$ cat src/rtl/irq_vec_pkg.sv
package irq_vec_pkg;

  // Source numbering; a lower number wins arbitration.
  typedef enum int unsigned {
    SRC_PWR    = 0,
    SRC_EXT0   = 1,
    SRC_SPI_TX = 2,
    SRC_SPI_RX = 3,
    SRC_PORT0  = 4,
    SRC_EXT1   = 5,
    SRC_SLEEP  = 6,
    SRC_PORT1  = 7
  } irq_src_e;

  // Vector code for a winning source: index scaled by 2**shift.
  function automatic logic [7:0] vec_code(input int unsigned idx, input int unsigned shift);
    return 8'(idx << shift);
  endfunction

  // Rising edge of a request vector given its previous sample.
  function automatic logic [31:0] rise_of(input logic [31:0] now_v, input logic [31:0] prev_v);
    return now_v & ~prev_v;
  endfunction

endpackage

$ cat src/rtl/irq_edge_detect.sv
module irq_edge_detect #(
  parameter int NSRC = 8
) (
  input  logic            clk,
  input  logic            rst_n,
  input  logic [NSRC-1:0] req_in,
  output logic [NSRC-1:0] rise
);
  import irq_vec_pkg::*;

  logic [NSRC-1:0] prev_q;

  for (genvar g = 0; g < NSRC; g++) begin : g_src
    always_ff @(posedge clk or negedge rst_n) begin
      if (!rst_n) prev_q[g] <= 1'b0;
      else        prev_q[g] <= req_in[g];
    end
  end

  always_comb begin
    logic [31:0] r32;
    r32  = rise_of(32'(req_in), 32'(prev_q));
    rise = r32[NSRC-1:0];
  end

endmodule

$ cat src/rtl/irq_pending_bank.sv
module irq_pending_bank #(
  parameter int NSRC = 8
) (
  input  logic            clk,
  input  logic            rst_n,
  input  logic [NSRC-1:0] rise,
  input  logic            clr_all,
  output logic [NSRC-1:0] pend
);

  logic [NSRC-1:0] pend_q;
  logic [NSRC-1:0] pend_d;

  // A new edge overrides the clear on the same edge.
  always_comb pend_d = (clr_all ? '0 : pend_q) | rise;

  always_ff @(posedge clk or negedge rst_n) begin
    if (!rst_n) pend_q <= '0;
    else        pend_q <= pend_d;
  end

  assign pend = pend_q;

  // a clear with no fresh edge leaves nothing pending
  assert_clear_all_R6: assert property (@(posedge clk) disable iff (!rst_n)
    (clr_all && rise == '0) |=> (pend == '0));

  // every fresh edge is pending afterwards, clear or not
  assert_edge_sets_R7: assert property (@(posedge clk) disable iff (!rst_n)
    (rise != '0) |=> ((pend & $past(rise)) == $past(rise)));

  // without clear, a flag never drops
  assert_sticky_R3: assert property (@(posedge clk) disable iff (!rst_n)
    (!clr_all) |=> ((pend & $past(pend)) == $past(pend)));

endmodule

$ cat src/rtl/irq_prio_encoder.sv
module irq_prio_encoder #(
  parameter int NSRC = 8,
  parameter int IDXW = $clog2(NSRC)
) (
  input  logic            clk,
  input  logic            rst_n,
  input  logic [NSRC-1:0] active,
  output logic            found,
  output logic [IDXW-1:0] win_idx
);

  always_comb begin
    found   = 1'b0;
    win_idx = '0;
    for (int i = NSRC - 1; i >= 0; i--) begin
      if (active[i]) begin
        found   = 1'b1;
        win_idx = IDXW'(i);
      end
    end
  end

  // the winner is active and nothing below it is
  assert_winner_active_R5: assert property (@(posedge clk) disable iff (!rst_n)
    found |-> active[win_idx]);
  assert_winner_lowest_R5: assert property (@(posedge clk) disable iff (!rst_n)
    found |-> ((active & ((NSRC'(1) << win_idx) - NSRC'(1))) == '0));
  assert_none_found_R5: assert property (@(posedge clk) disable iff (!rst_n)
    (active == '0) |-> (!found && win_idx == '0));

endmodule

$ cat src/rtl/irq_vec_ctrl.sv
module irq_vec_ctrl #(
  parameter int            NSRC      = 8,
  parameter int            AW        = 8,
  parameter int            DW        = 8,
  parameter int            VEC_SHIFT = 2,
  parameter logic [AW-1:0] MASK_ADDR = 8'hE0,
  parameter logic [AW-1:0] VEC_ADDR  = 8'hE2
) (
  input  logic            clk,
  input  logic            rst_n,
  input  logic [AW-1:0]   bus_addr,
  input  logic            bus_wr_en,
  input  logic [DW-1:0]   bus_wdata,
  output logic [DW-1:0]   bus_rdata,
  input  logic [NSRC-1:0] req_in,
  output logic            irq_out
);
  import irq_vec_pkg::*;

  localparam int IDXW = $clog2(NSRC);

  logic [NSRC-1:0] mask_q;
  logic [NSRC-1:0] rise;
  logic [NSRC-1:0] pend;
  logic [NSRC-1:0] active;
  logic            wr_mask;
  logic            clr_all;
  logic            found;
  logic [IDXW-1:0] win_idx;
  logic [DW-1:0]   vec_val;
  logic            irq_q;

  assign wr_mask = bus_wr_en && (bus_addr == MASK_ADDR);
  assign clr_all = bus_wr_en && (bus_addr == VEC_ADDR);

  irq_edge_detect #(.NSRC(NSRC)) u_edge (
    .clk    (clk),
    .rst_n  (rst_n),
    .req_in (req_in),
    .rise   (rise)
  );

  irq_pending_bank #(.NSRC(NSRC)) u_pend (
    .clk     (clk),
    .rst_n   (rst_n),
    .rise    (rise),
    .clr_all (clr_all),
    .pend    (pend)
  );

  always_ff @(posedge clk or negedge rst_n) begin
    if (!rst_n)       mask_q <= '0;
    else if (wr_mask) mask_q <= bus_wdata[NSRC-1:0];
  end

  assign active = pend & mask_q;

  irq_prio_encoder #(.NSRC(NSRC), .IDXW(IDXW)) u_prio (
    .clk     (clk),
    .rst_n   (rst_n),
    .active  (active),
    .found   (found),
    .win_idx (win_idx)
  );

  always_comb begin
    vec_val = '0;
    if (found) vec_val = DW'(vec_code(int'(win_idx), VEC_SHIFT));
  end

  always_ff @(posedge clk or negedge rst_n) begin
    if (!rst_n) irq_q <= 1'b0;
    else        irq_q <= |active;
  end
  assign irq_out = irq_q;

  always_comb begin
    if (bus_addr == MASK_ADDR)     bus_rdata = DW'(mask_q);
    else if (bus_addr == VEC_ADDR) bus_rdata = vec_val;
    else                           bus_rdata = '0;
  end

  // the enable register takes the written data
  assert_mask_write_R2: assert property (@(posedge clk) disable iff (!rst_n)
    wr_mask |=> (mask_q == $past(bus_wdata[NSRC-1:0])));

  // writes elsewhere leave the enable register alone
  assert_mask_hold_R8: assert property (@(posedge clk) disable iff (!rst_n)
    (!wr_mask) |=> $stable(mask_q));

  // output follows enabled pending one edge later
  assert_irq_rise_R4: assert property (@(posedge clk) disable iff (!rst_n)
    (|(pend & mask_q)) |=> irq_out);
  assert_irq_fall_R4: assert property (@(posedge clk) disable iff (!rst_n)
    (!(|(pend & mask_q))) |=> !irq_out);

endmodule

$ cat config.mk
export PLATFORM = sky130hd
export DESIGN_NAME = irq_vec_ctrl
export DESIGN_NICKNAME = d
export VERILOG_FILES = /design/src/rtl/irq_vec_pkg.sv /design/src/rtl/irq_edge_detect.sv /design/src/rtl/irq_pending_bank.sv /design/src/rtl/irq_prio_encoder.sv /design/src/rtl/irq_vec_ctrl.sv
export SDC_FILE = /design/constraint.sdc
export NUM_CORES = 1
export LEC_CHECK = 0
export ABC_AREA = 0
export BUFFER_PORTS_ARGS = -buffer_cell sky130_fd_sc_hd__buf_2
export CELL_PAD_IN_SITES_DETAIL_PLACEMENT = 0
export CELL_PAD_IN_SITES_GLOBAL_PLACEMENT = 2
export CORE_ASPECT_RATIO = 1.75
export CORE_MARGIN = 8
export CORE_UTILIZATION = 33
export DETAILED_ROUTE_END_ITERATION = 8
export PLACE_DENSITY = 0.86
export SYNTH_ARGS = -nofsm -noshare
export SYNTH_HDL_FRONTEND = slang
export SYNTH_SLANG_ARGS = --single-unit
$ cat constraint.sdc
create_clock -name clk -period 4.5 [get_ports clk]
set_input_delay 1.35 -clock clk [delete_from_list [all_inputs] [get_ports clk]]
set_output_delay 1.35 -clock clk [all_outputs]
set_load 0.1 [all_outputs]
==> results.tsv <==
metric	value	unit
clock insertion delay at the later pin of the skew report	0.27	ns
CTS Buffer Depth	2	
Routed WL per cell	14.6	um
number of warnings issued by yosys	0	
origin of the worst min-delay path	u_pend.pend[0]	
combined global-route utilization of all metal layers	9.72	%
Filler Cells Inserted	325	
TritonCTS buffer count	3	
post-synthesis compound-gate area fraction	14.0	%
internal power component	0.000315	W
worst-case register-to-register setup slack	3.39	ns
final critical-path setup slack	0.354	ns
RSZ-0062 raised after global routing	no	
Core Area	3070	um^2
startpoint class of the critical path	input port	
number of max-cap violations	0	
synthesis-to-finish area growth	26.7	%
number of cells produced by synthesis	81	
Worst Hold Margin	0.522	ns
power density of the placed cells	322	nW/um^2
number of instances in the placed design	159	
type of the worst setup path	in -> out	
Post-CTS Repair Setup Buffers	0	
CTS root buffer	sky130_fd_sc_hd__clkbuf_8	
total via count after detailed routing	776	
ratio of routed vias to standard cells	4.76	
Post-Synthesis Net Count	108	
transition time of the tightest slew-check pin	0.546	ns
Port Buffers	35	
DIE AREA	5290	um^2
die extent in y	90.4	um
parity-gate share of the synthesized area counting xor and xnor cells	0	%
clock share of power	30.8	%
setup slack at placement	0.372	ns
simple-gate share of the synthesized area	14.6	%
hold-critical path depth	1	
vias in the first global route	823	
top library cells by usage in the layout, fill and taps aside	sky130_fd_sc_hd__buf_2, sky130_fd_sc_hd__dfrtp_1	
power share of the combinational group	13.0	%
count of antenna-violating nets left after detailed routing	0	
initial antenna violation count	0	
hpwl dp	1.93	mm
Chip Width	58.5	um
Worst IR Drop VDD	0.287	mV
Avg Inst Size Synth	12.9	um^2
antenna cell count	0	
biggest fanout along the worst timing path	3	
post-synthesis cell area	1040	um^2
number of remaining DRC errors	0	
Seq. cell area	626	um^2
number of iterations in the first detailed-routing pass	4	
H-tree depth	1	
Reg power frac	56.2	%
WL met2	1.23	mm
GR Overflow Total	0	
post-cts gate resize count	0	
Unique masters post-synth	18	
share of layout cells above drive strength 1	48.3	%
worst-case clock skew	0.00238	ns
final max-slew violation count	0	
First DRT Iteration DRCs	11	
largest net degree at the start of global routing	26	
Tightest Hold Check Type	reg -> reg	
CTS tree	yes	
final standard cell count with taps included and fillers excluded	163	
clock sink total	25	
Total Power Consumption	0.000427	W
Setup crit end kind	output pin	
wire length on met1	870	um
Finish-stage setup viols	0	
area of combinational cells with multiple inputs	393	um^2
remaining max-slew budget at the tightest pin	63.6	%
Worst R2R End	irq_out	
hold violation count in the final report	0	
number of flip-flops and latches in the synthesized netlist	25	
post-layout min period	4.15	ns
Critical Path RT	3.15	ns
part of the Yosys area used for sequential elements	59.9	%
achievable frequency	241	MHz
sum of met3 wire segment lengths after detailed routing	229	um
leakage power total	0.695	nW
effective utilization at floorplan	34.0	%
setup TNS after final layout	0	ns
arrival time worst endpoint	2.80	ns
adder and majority cell fraction of the synthesized area	0	%
number of rows in the core area	27	
status	finished, final reports clean	
Post-layout nets	148	
multiplexer share of the synthesized area	8.62	%
destination of the worst hold path	u_pend.pend[0]	
top layer used by detailed routing	met4	
portion of the clock cycle consumed by the worst path in the final layout	92.1	%
number of top-level pins	36	
switching power summed over all nets	0.000111	W
number of buffers inserted for hold repair after clock tree synthesis	0	
largest family of logic cells by synthesized area	simple AND/OR/NAND/NOR gates	
critical register-to-register path startpoint	mask_q[6]	
RD Place Congestion	0.707	
routed wire length	2.38	mm
wire length of the first global-routing pass	4.02	mm
switching part of the total	26.1	%
most common library cell in the layout ignoring fill and taps	sky130_fd_sc_hd__buf_2	
Clock Pin Slew Worst Setup and Hold Paths	0.08	ns
worst reg2reg path depth	3	
final cells by class:
type / count / share of cell area [%]
Tap cell: 43 / 4.06
Clock inverter: 1 / 0.378
Inverter: 8 / 2.27
Sequential cell: 25 / 47.3
Clock buffer: 3 / 3.12
Multi-Input combinational cell: 48 / 29.7
Timing Repair Buffer: 35 / 13.2
worst max-delay path by stage:
| stage | from | endpoint | slack (ns) | cells past startpoint |
|---|---|---|---|---|
| floorplan | bus_addr[4] | bus_rdata[4] | 0.32 | 4 |
| global placement | bus_addr[4] | bus_rdata[4] | 0.38 | 6 |
| detailed placement | bus_addr[0] | bus_rdata[6] | 0.37 | 5 |
| CTS | bus_addr[4] | bus_rdata[4] | 0.37 | 6 |
| global route | bus_addr[4] | bus_rdata[4] | 0.26 | 6 |
| finish | bus_addr[4] | bus_rdata[4] | 0.35 | 6 |
worst max-delay path: stages:
cell and delay (ns):
sky130_fd_sc_hd__buf_2 0.09, sky130_fd_sc_hd__nand4b_1 0.24, sky130_fd_sc_hd__nand4b_1 0.29, sky130_fd_sc_hd__a21oi_1 0.22
sky130_fd_sc_hd__a32o_1 0.18, sky130_fd_sc_hd__buf_2 0.43
kinds of logic after synthesis:
family	count (synthesis)
AND/OR/NAND/NOR	22
flip-flops	25
multiplexers	8
AO/OA/AOI/OAI	18
buffers and inverters	8
Yosys cell counts:
cell | number | area share [%]
sky130_fd_sc_hd__nand2_4 | 1 | 1.1
sky130_fd_sc_hd__a22o_2 | 1 | 0.96
sky130_fd_sc_hd__nor3_2 | 1 | 0.96
sky130_fd_sc_hd__and2_2 | 5 | 3.6
sky130_fd_sc_hd__and2b_2 | 1 | 0.84
sky130_fd_sc_hd__nand4b_1 | 3 | 2.5
sky130_fd_sc_hd__inv_1 | 8 | 2.9
sky130_fd_sc_hd__mux2_2 | 8 | 8.6
sky130_fd_sc_hd__a32o_1 | 3 | 2.9
sky130_fd_sc_hd__a31oi_1 | 1 | 0.60
sky130_fd_sc_hd__a22oi_1 | 2 | 1.4
sky130_fd_sc_hd__nor3b_4 | 1 | 1.8
sky130_fd_sc_hd__nand2_1 | 8 | 2.9
sky130_fd_sc_hd__o21ai_0 | 2 | 0.96
sky130_fd_sc_hd__a21oi_1 | 1 | 0.48
sky130_fd_sc_hd__dfrtp_1 | 25 | 60
sky130_fd_sc_hd__nand3_1 | 2 | 0.96
sky130_fd_sc_hd__a22o_1 | 8 | 6.7
per-layer routing:
metal  up-vias  global-route usage [%]
met5         -                       0
met4         0                    5.56
met3         4                    3.28
met2        24                    15.6
met1       377                    10.7
li1        371                       -
state kept, by name (all words and copies together), names as in the netlist:
name           cells
mask_q             8
u_edge.prev_q      8
u_pend.pend        8
irq_out            1
metrics by stage:
step,util [%],area [um^2]
floorplan,-,1050
global placement,41.6,1280
detailed placement,41.6,1280
CTS,43.1,1320
global route,43.1,1320
finish,43.1,1320
power groups by stage:
stage                     registers [W]  clock network [W]   logic, W
after floorplan                0.000261                  0  0.0000157
after global placement         0.000244                  0  0.0000555
after detailed placement       0.000244                  0  0.0000564
after CTS                      0.000240           0.000137  0.0000565
after global routing           0.000241           0.000146  0.0000607
final                          0.000240           0.000132  0.0000555
Note: power is estimated with default switching activity, not from simulation.
